==> config.mk <==
export PLATFORM = sky130hd
export DESIGN_NAME = adc_seq_ctrl
export DESIGN_NICKNAME = d
export VERILOG_FILES = /design/src/rtl/adc_seq_ctrl.sv
export SDC_FILE = /design/constraint.sdc
export NUM_CORES = 1
export LEC_CHECK = 0
export BUFFER_PORTS_ARGS = -buffer_cell sky130_fd_sc_hd__buf_2
export CORE_MARGIN = 8
export CORE_UTILIZATION = 35
export CTS_CLUSTER_SIZE = 28
export DETAILED_ROUTE_END_ITERATION = 8
export PLACE_DENSITY = 0.53
export SETUP_SLACK_MARGIN = 0.2
export SYNTH_ARGS = -nofsm -noshare
export SYNTH_HDL_FRONTEND = slang
export SYNTH_SLANG_ARGS = --single-unit
==> constraint.sdc <==
create_clock -name clk -period 5.5 [get_ports clk]
set_input_delay 0.825 -clock clk [delete_from_list [all_inputs] [get_ports clk]]
set_output_delay 0.825 -clock clk [all_outputs]
set_load 0.005 [all_outputs]
==> src/rtl/adc_seq_ctrl.sv <==
module adc_seq_ctrl #(
  parameter int DIV_A = 2,
  parameter int DIV_B = 8,
  parameter int DIV_C = 32
) (
  input  logic       clk,
  input  logic       rst_n,
  input  logic       wr_en,
  input  logic [1:0] wr_addr,
  input  logic [7:0] wr_data,
  input  logic [1:0] rd_addr,
  output logic [7:0] rd_data,
  input  logic       sleep_req,
  input  logic       rc_tick,
  input  logic       cmp_in,
  output logic [9:0] dac_code,
  output logic       wake,
  output logic       pwr_on
);
  localparam int CW = $clog2(DIV_C) + 1;

  typedef enum logic [1:0] {S_IDLE, S_WAIT, S_SAMP, S_CONV} st_t;

  st_t          st_q;
  logic         en_q, fmt_q, ie_q, done_q, wake_q;
  logic [1:0]   csel_q;
  logic [9:0]   sar_q;
  logic [3:0]   bit_q;
  logic [CW-1:0] cnt_q, lim;
  logic [7:0]   res_hi_q, res_lo_q;

  logic wr_ctrl, busy, rc_sel, active, ctick, abort, start, fin;
  logic [9:0] fin_val;

  assign wr_ctrl = wr_en && wr_addr == 2'd0;
  assign busy    = st_q != S_IDLE;
  assign rc_sel  = csel_q == 2'b11;
  assign active  = st_q == S_SAMP || st_q == S_CONV;

  always_comb begin
    case (csel_q)
      2'b00:   lim = CW'(DIV_A - 1);
      2'b01:   lim = CW'(DIV_B - 1);
      default: lim = CW'(DIV_C - 1);
    endcase
  end

  assign ctick   = rc_sel ? rc_tick : (cnt_q == lim);
  assign abort   = busy && ((sleep_req && !rc_sel) || (wr_ctrl && !wr_data[0]));
  assign start   = wr_ctrl && wr_data[0] && wr_data[1] && en_q && !busy && !sleep_req;
  assign fin     = st_q == S_CONV && ctick && bit_q == 4'd0 && !abort;
  assign fin_val = {sar_q[9:1], cmp_in};

  assign dac_code = sar_q | ((st_q == S_CONV) ? (10'd1 << bit_q) : 10'd0);
  assign wake     = wake_q;
  assign pwr_on   = en_q && (!sleep_req || (busy && rc_sel));

  always_comb begin
    case (rd_addr)
      2'd0:    rd_data = {1'b0, done_q, ie_q, fmt_q, csel_q, busy, en_q};
      2'd1:    rd_data = res_hi_q;
      2'd2:    rd_data = res_lo_q;
      default: rd_data = 8'h00;
    endcase
  end

  always_ff @(posedge clk or negedge rst_n) begin
    if (!rst_n) cnt_q <= '0;
    else if (!active || ctick) cnt_q <= '0;
    else cnt_q <= cnt_q + 1'b1;
  end

  always_ff @(posedge clk or negedge rst_n) begin
    if (!rst_n) begin
      st_q  <= S_IDLE;
      sar_q <= '0;
      bit_q <= '0;
    end else if (abort) begin
      st_q <= S_IDLE;
    end else begin
      case (st_q)
        S_IDLE: if (start) st_q <= (wr_data[3:2] == 2'b11) ? S_WAIT : S_SAMP;
        S_WAIT: st_q <= S_SAMP;
        S_SAMP: if (ctick) begin
          st_q  <= S_CONV;
          bit_q <= 4'd9;
          sar_q <= '0;
        end
        S_CONV: if (ctick) begin
          sar_q[bit_q] <= cmp_in;
          if (bit_q == 4'd0) st_q <= S_IDLE;
          else bit_q <= bit_q - 4'd1;
        end
        default: st_q <= S_IDLE;
      endcase
    end
  end

  always_ff @(posedge clk or negedge rst_n) begin
    if (!rst_n) begin
      en_q   <= 1'b0;
      csel_q <= 2'b00;
      fmt_q  <= 1'b0;
      ie_q   <= 1'b0;
      done_q <= 1'b0;
      wake_q <= 1'b0;
    end else begin
      if (wr_ctrl) begin
        en_q   <= wr_data[0];
        csel_q <= wr_data[3:2];
        fmt_q  <= wr_data[4];
        ie_q   <= wr_data[5];
        if (!wr_data[6]) done_q <= 1'b0;
      end
      if (fin) done_q <= 1'b1;
      wake_q <= fin && sleep_req && ie_q;
    end
  end

  always_ff @(posedge clk) begin
    if (fin) begin
      if (fmt_q) begin
        res_hi_q <= {6'b0, fin_val[9:8]};
        res_lo_q <= fin_val[7:0];
      end else begin
        res_hi_q <= fin_val[9:2];
        res_lo_q <= {fin_val[1:0], 6'b0};
      end
    end else if (wr_en && !en_q) begin
      if (wr_addr == 2'd1) res_hi_q <= wr_data;
      if (wr_addr == 2'd2) res_lo_q <= wr_data;
    end
  end
endmodule

==> results.sh, run 1 <==
export IMPL_grt_use_met2_pct=19.39
export IMPL_start_util_pct=35.93
export IMPL_power_density_nw_per_um2=373.0
export IMPL_cts_made_buffers=5
export IMPL_ant_nets=0
export IMPL_ios=38
export IMPL_cpMaxStageDelayCell="or3b_2"
export IMPL_die_area_um2=10420
export IMPL_use_met3_pct=3.270
export IMPL_hold_buffers=0
export IMPL_worst_pin_slew_ns=0.7442
export IMPL_hold_viol_final=0
export IMPL_synth_cells=275
export IMPL_critPathLaunchType="register"
export IMPL_synth_xor_area_share_pct=1.351
export IMPL_antenna_found_initial=0
export IMPL_fin_util_pct=41.45
export IMPL_finalSetupViolCount=0
export IMPL_io_buffers=37
export IMPL_grt_pass1_vias=2023
export IMPL_synthMuxAreaShare_pct=5.985
export IMPL_cellLeakagePower_uw=0.001294
export IMPL_path_buf_inv=2
export IMPL_fp_dieH_um=102.1
export IMPL_yosysSeqAreaShare_pct=46.53
export IMPL_cts_htree_levels=2
export IMPL_place_hpwl_um=4836
export IMPL_clock_latency_ns=0.30
export IMPL_drive_gt1_share_pct=19.54
export IMPL_wirelength_um=6364
export IMPL_max_slew_margin_pct=50.05
export IMPL_nets=334
export IMPL_max_cap_violations=0
export IMPL_fmax_mhz=359.1
export IMPL_synth_cell_types=45
export IMPL_synth_area_um2=2592
export IMPL_critPathTopFamily="simple AND/OR/NAND/NOR gates"
export IMPL_yosys_area_share_adder_pct=4.826
export IMPL_crit_path_max_fanout=6
export IMPL_cts_tree="yes"
export IMPL_firstDrtPassIters=4
export IMPL_fin_skew_ns=0.007820
export IMPL_ys_seq_elements=45
export IMPL_clockBufferDepth=2
export IMPL_wl_per_cell_um=15.67
export IMPL_grt_first_pass_wirelength_um=10280
export IMPL_die_w_um=102.1
export IMPL_ctsRootBufferMaster="clkbuf_8"
export IMPL_fin_crit_ns=2.785
export IMPL_yosysWarnings=0
export IMPL_crit_required_ns=4.68
export IMPL_grt_overflow=0
export IMPL_tns_ns=0
export IMPL_clock_sinks=45
export IMPL_via_per_inst=4.988
export IMPL_vdd_drop_max_uv=172.6
export IMPL_gp_congestion=0.7601
export IMPL_hold_slack_ns=0.5040
export IMPL_grt_max_degree=30
export IMPL_synthSimpleGateAreaFrac_pct=18.00
export IMPL_synthTopCellsByArea="dfrtp_1, edfxtp_1, nand2_1"
export IMPL_num_vias=2025
export IMPL_drtIter0Drc=73
export IMPL_cts_setup_buffers=0
export IMPL_cts_resized=0
export IMPL_layout_setup_ws_ns=2.715
export IMPL_diodes=0
export IMPL_rsz0062_at_grt="no"
export IMPL_final_max_slew_viol_count=0
export IMPL_p_total_uw=1115
export IMPL_busiest_layer="met2"
export IMPL_hp_class="register to register"
export IMPL_drcViolationCount=0
export IMPL_crit_type="register to primary output"
export IMPL_synth_nets=303
export IMPL_end_kind="primary output"
export IMPL_worstPathArrival_ns=1.96
export IMPL_synth_compound_area_share_pct=18.39
export IMPL_status="complete, no violations"
export IMPL_cpPeakStageDelay_ns=0.54
export IMPL_yosysTopAreaCellShare_pct=27.99
export IMPL_fillers=750
export IMPL_rows=31
export IMPL_synth_largest_area_cell="dfrtp_1"
export IMPL_worstPathCellList="inv_1 -> ha_1 -> or3b_2 -> o21bai_1 -> buf_2"
export IMPL_core_um2=7214
export IMPL_synth_top_family_by_area="compound AO/OA/AOI/OAI gates"
export IMPL_grt_usage_pct=12.80
export IMPL_syn_area_per_cell_um2=9.427
export IMPL_post_route_period_util_pct=50.63
export IMPL_gr_usage_met1_pct=17.71
export IMPL_preCtsSetupSlack_ns=2.481
export IMPL_clk_pin_slew_worst_paths_ns=0.09
export IMPL_area_growth_pct=15.35
==> through the flow <==
step / cells / instance area, um^2
4_1_cts: 406 / 2990
3_5_place_dp: 398 / 2853
6_report: 406 / 2990
5_1_grt: 406 / 2990
2_1_floorplan: 275 / 2592
3_3_place_gp: 398 / 2853
==> layer usage <==
layer  up-vias  wire, um
met3         6       341
met5         -         0
met1       937      3250
li1       1043         -
met4         0        59
met2        39      2713
==> kinds of logic after synthesis <==
group           Yosys count
xor+xnor                  4
compound gates           69
buf+inv                  33
simple gates             99
mux                      15
flops                    45
fa+ha+maj                10
==> final cells by class <==
cell class	count	area, um^2	area share [%]
clock buffers	5	68.82	2.301
clock inverters	3	68.82	2.301
inverters	19	71.32	2.385
multi-input cells	197	1259	42.09
flip-flops and latches	45	1206	40.33
well taps	99	123.9	4.142
repair buffers	38	192.7	6.444
==> placed cells by master (no fill, tap or decap), drive strengths merged, types with 2 or more instances in the layout <==
cell type / instances
and2: 2
a21oi: 9
o311ai: 3
xnor2: 2
bufinv: 2
or4: 2
o211ai: 2
clkbuf: 5
buf: 38
o21ai: 29
nand3: 19
o22ai: 9
or4bb: 2
or3: 3
nor2: 11
or3b: 2
ha: 10
mux2i: 11
edfxtp: 16
nand2: 52
mux2: 4
dfrtp: 29
o31ai: 7
inv: 20
xor2: 2
==> registers in the layout (all words and copies together) (netlist names) <==
name      flops
res_hi_q      8
st_q          2
cnt_q         6
res_lo_q      8
fmt_q         1
done_q        1
en_q          1
sar_q        10
wake          1
ie_q          1
bit_q         4
csel_q        2
==> final timing paths <==
| kind | startpoint | end | slack, ns | cells after the start |
|---|---|---|---|---|
| max | bit_q[0] | dac_code[0] | 2.72 | 5 |
| min | cnt_q[0] | cnt_q[0] | 0.50 | 1 |
| max reg2reg | csel_q[0] | res_hi_q[1] | 2.83 | 4 |
| min reg2reg | cnt_q[0] | cnt_q[0] | 0.50 | 1 |
| max in group asynchronous | rst_n | csel_q[1] | 4.48 | 1 |
| min in group asynchronous | rst_n | bit_q[1] | 0.57 | 1 |
==> power breakdown <==
| group | switching (uW) | leakage [uW] | total (uW) | internal [uW] |
|---|---|---|---|---|
| sequential | 60.0 | 0.000513 | 469 | 409 |
| combinational | 202 | 0.000713 | 339 | 136 |
| clock | 124 | 0.0000687 | 307 | 183 |
| total | 387 | 0.00129 | 1120 | 729 |
==> synth_stat cells, drive strengths merged <==
cell and count:
o2111ai 1, o211ai 2, or4bb 2, nand2b 1
or3b 2, or3 3, a21boi 1, a21oi 9
or2 1, mux2 4, o311ai 3, a22o 1
o41ai 1, o22ai 9, nor2b 1, nand4b 1
o221ai 1, a221oi 1, o21ai 29, ha 10
o31a 1, and3 1, buf 3, edfxtp 16
or4 2, nand3 19, nor4b 1, and2 2
xor2 2, nor2 11, mux2i 11, clkbuf 11
o31ai 7, inv 19, a31oi 1, xnor2 2
o21bai 1, o2bb2ai 1, nand2 52, dfrtp 29
Note: power is estimated with default switching activity, not from simulation.
==> inputs of run 2 (changes only) <==
--- a/config.mk
+++ b/config.mk
@@ -5,6 +5,7 @@
 export SDC_FILE = /design/constraint.sdc
 export NUM_CORES = 1
 export LEC_CHECK = 0
+export ABC_AREA = 1
 export BUFFER_PORTS_ARGS = -buffer_cell sky130_fd_sc_hd__buf_2
 export CORE_MARGIN = 8
 export CORE_UTILIZATION = 35
==> constraint.sdc (replaced) <==
create_clock -name clk -period 2.77 [get_ports clk]
set_input_delay 0.4155 -clock clk [delete_from_list [all_inputs] [get_ports clk]]
set_output_delay 0.4155 -clock clk [all_outputs]
set_load 0.005 [all_outputs]
==> results.sh, run 2 <==
export IMPL_synth_area_um2=2819
export IMPL_synthTopCellsByArea="dfrtp_1, edfxtp_1, nand2_1"
export IMPL_preCtsSetupSlack_ns=0.6573
export IMPL_intPower_uw=1158
export IMPL_wirelength_um=6953
export IMPL_crit_type="register to register"
export IMPL_cellLeakagePower_uw=0.001517
export IMPL_power_frac_comb_pct=34.5
export IMPL_fmax_mhz=474.9
export IMPL_hold_viol_final=0
export IMPL_fp_dieH_um=105.7
export IMPL_worstPathCellList="inv_1 -> ha_1 -> nand2_1 -> nor2_2 -> nand3_4 -> o41ai_1 -> buf_4"
export IMPL_clock_latency_ns=0.29
export IMPL_async_reset_ff_share_pct=64.44
export IMPL_synth_edf_count=16
export IMPL_switching_share_pct=40.16
export IMPL_firstDrtPassIters=5
export IMPL_status="complete, no violations"
export IMPL_ctsRootBufferMaster="clkbuf_8"
export IMPL_end_kind="register"
export IMPL_fin_crit_ns=2.106
export IMPL_rows=32
export IMPL_area_growth_pct=13.27
export IMPL_syn_area_per_cell_um2=7.787
export IMPL_diodes=0
export IMPL_final_cell_mix="nand2_1, inv_1, buf_2"
export IMPL_grt_pass1_vias=2408
export IMPL_yosysTopAreaCellShare_pct=25.74
export IMPL_power_density_nw_per_um2=606.2
export IMPL_cts_htree_levels=2
export IMPL_finalSetupViolCount=0
export IMPL_drcViolationCount=0
export IMPL_place_hpwl_um=5441
export IMPL_clock_sinks=45
export IMPL_path_buf_inv=2
export IMPL_critPathTopFamily="simple AND/OR/NAND/NOR gates"
export IMPL_wl_per_cell_um=13.80
export IMPL_nets=429
export IMPL_hp_class="input port to async pin"
export IMPL_crit_required_ns=2.78
export IMPL_synthTopCellsByCount="nand2_1, inv_1, dfrtp_1, nand3_1, nor2_1"
export IMPL_synth_top_family_by_area="simple AND/OR/NAND/NOR gates"
export IMPL_synth_largest_area_cell="dfrtp_1"
export IMPL_crit_path_max_fanout=28
export IMPL_synthSimpleGateAreaFrac_pct=33.29
export IMPL_fillers=830
export IMPL_ant_nets=0
export IMPL_drive_gt1_share_pct=19.65
export IMPL_final_cells=504
export IMPL_hold_slack_ns=0.1790
export IMPL_clockBufferDepth=2
export IMPL_p_seq_share_pct=43.9
export IMPL_die_area_um2=11180
export IMPL_p_switching_uw=777.2
export IMPL_grt_max_degree=30
export IMPL_top_regs="sar_q: 10 flops, res_hi_q: 8 flops, res_lo_q: 8 flops"
export IMPL_critPathLaunchType="register"
export IMPL_ys_seq_elements=45
export IMPL_cts_made_buffers=5
export IMPL_cts_resized=0
export IMPL_dp_cells=496
export IMPL_cpMaxStageDelayCell="dfrtp_1"
export IMPL_tns_ns=0
export IMPL_gp_congestion=0.8489
export IMPL_fin_skew_ns=0.003991
export IMPL_yosys_area_share_adder_pct=4.439
export IMPL_rsz0062_at_grt="no"
export IMPL_grt_usage_pct=12.83
export IMPL_cts_setup_buffers=0
export IMPL_grt_first_pass_wirelength_um=11870
export IMPL_ys_flop_type="dfrtp_1"
export IMPL_core_um2=7767
export IMPL_pwr_share_clk_pct=21.6
export IMPL_clk_pin_slew_worst_paths_ns=0.09
export IMPL_hold_buffers=0
export IMPL_largest_reg_flops=10
export IMPL_synth_cell_types=35
export IMPL_yosysWarnings=0
export IMPL_worstPathArrival_ns=2.12
export IMPL_post_route_period_util_pct=76.01
export IMPL_io_buffers=37
export IMPL_cpPeakStageDelay_ns=0.43
export IMPL_final_common_cell="nand2_1"
export IMPL_cts_tree="yes"
export IMPL_synth_cells=362
export IMPL_ios=38
export IMPL_yosys_cell_count_top_type="nand2_1"
export IMPL_drtIter0Drc=126
export IMPL_start_util_pct=36.29
export IMPL_max_slew_margin_pct=50.48
export IMPL_final_max_slew_viol_count=0
export IMPL_antenna_found_initial=0
export IMPL_layout_setup_ws_ns=0.6645
export IMPL_grt_overflow=0
export IMPL_synthMuxAreaShare_pct=0
export IMPL_synth_compound_area_share_pct=10.47
export IMPL_worst_pin_slew_ns=0.7428
export IMPL_synth_nets=390
export IMPL_yosysSeqAreaShare_pct=42.79
export IMPL_regMostFlops="sar_q"
export IMPL_vdd_drop_max_uv=286.8
export IMPL_synth_xor_area_share_pct=0.9321
export IMPL_num_vias=2419
export IMPL_max_cap_violations=0
export IMPL_via_per_inst=4.800
export IMPL_p_total_uw=1936
export IMPL_die_w_um=105.7
run 2: cell count changes after synthesis, moves of 8 or more:
cell,previous run,this run
clkbuf_1,11,2
inv_1,19,42
mux2i_1,11,0
nand2_1,52,122
nand3_1,19,27
nand4_1,0,15
nor2_1,11,25
o21ai_0,27,18
o21ai_2,0,12
o22ai_1,9,0
run 2: cell families (layout without fill, tap and decap cells):
logic type,count (synthesis),count (layout)
AND/OR/NAND/NOR,206,206
adder cells (fa/ha/maj),10,10
buffers and inverters,54,94
XOR/XNOR,3,3
AO/OA/AOI/OAI,44,44
flip-flops,45,45
run 2: final cells by class:
type                       instances  area (um^2)  area share, %
clock inverter                     3        21.27         0.6661
clock buffer                       5        68.82          2.155
sequential                        45         1206          37.77
tap                              102        127.6          3.997
multi-input combinational        263         1385          43.38
timing repair buffer              41        215.2          6.740
inverter                          45        168.9          5.290
run 2: metrics by stage:
stage	instance area, um^2	util, %
2_1_floorplan	2819	-
3_3_place_gp	3103	39.95
3_5_place_dp	3103	39.95
4_1_cts	3193	41.11
5_1_grt	3193	41.11
6_report	3193	41.11
run 2: path summary, 6_finish.rpt:
check / startpoint / end / slack, ns / depth (start not counted)
hold / removal: rst_n / bit_q[3] / 0.18 / 1
max in group asynchronous: rst_n / bit_q[0] / 2.12 / 1
setup reg to reg: bit_q[0] / res_hi_q[4] / 0.66 / 7
hold reg to reg: sar_q[0] / sar_q[0] / 0.49 / 2
min in group clk: wr_data[5] / ie_q / 0.34 / 3
setup / recovery: bit_q[0] / res_hi_q[4] / 0.66 / 7
run 2: power by group through the flow:
stage / combinational (uW) / clock, uW / sequential (uW)
after floorplan: 528 / 0 / 829
after global placement: 667 / 0 / 862
after detailed placement: 671 / 0 / 865
after CTS: 675 / 437 / 850
after global routing: 771 / 463 / 864
final: 668 / 418 / 850
run 2: per-layer routing:
metal / track usage, % / part of all wire [%] / vias to the layer above
li1: - / - / 1255
met1: 17.55 / 50 / 1118
met2: 20.06 / 45 / 44
met3: 2.801 / 4.5 / 2
met4: 3.015 / 0.50 / 0
met5: 0 / 0 / -
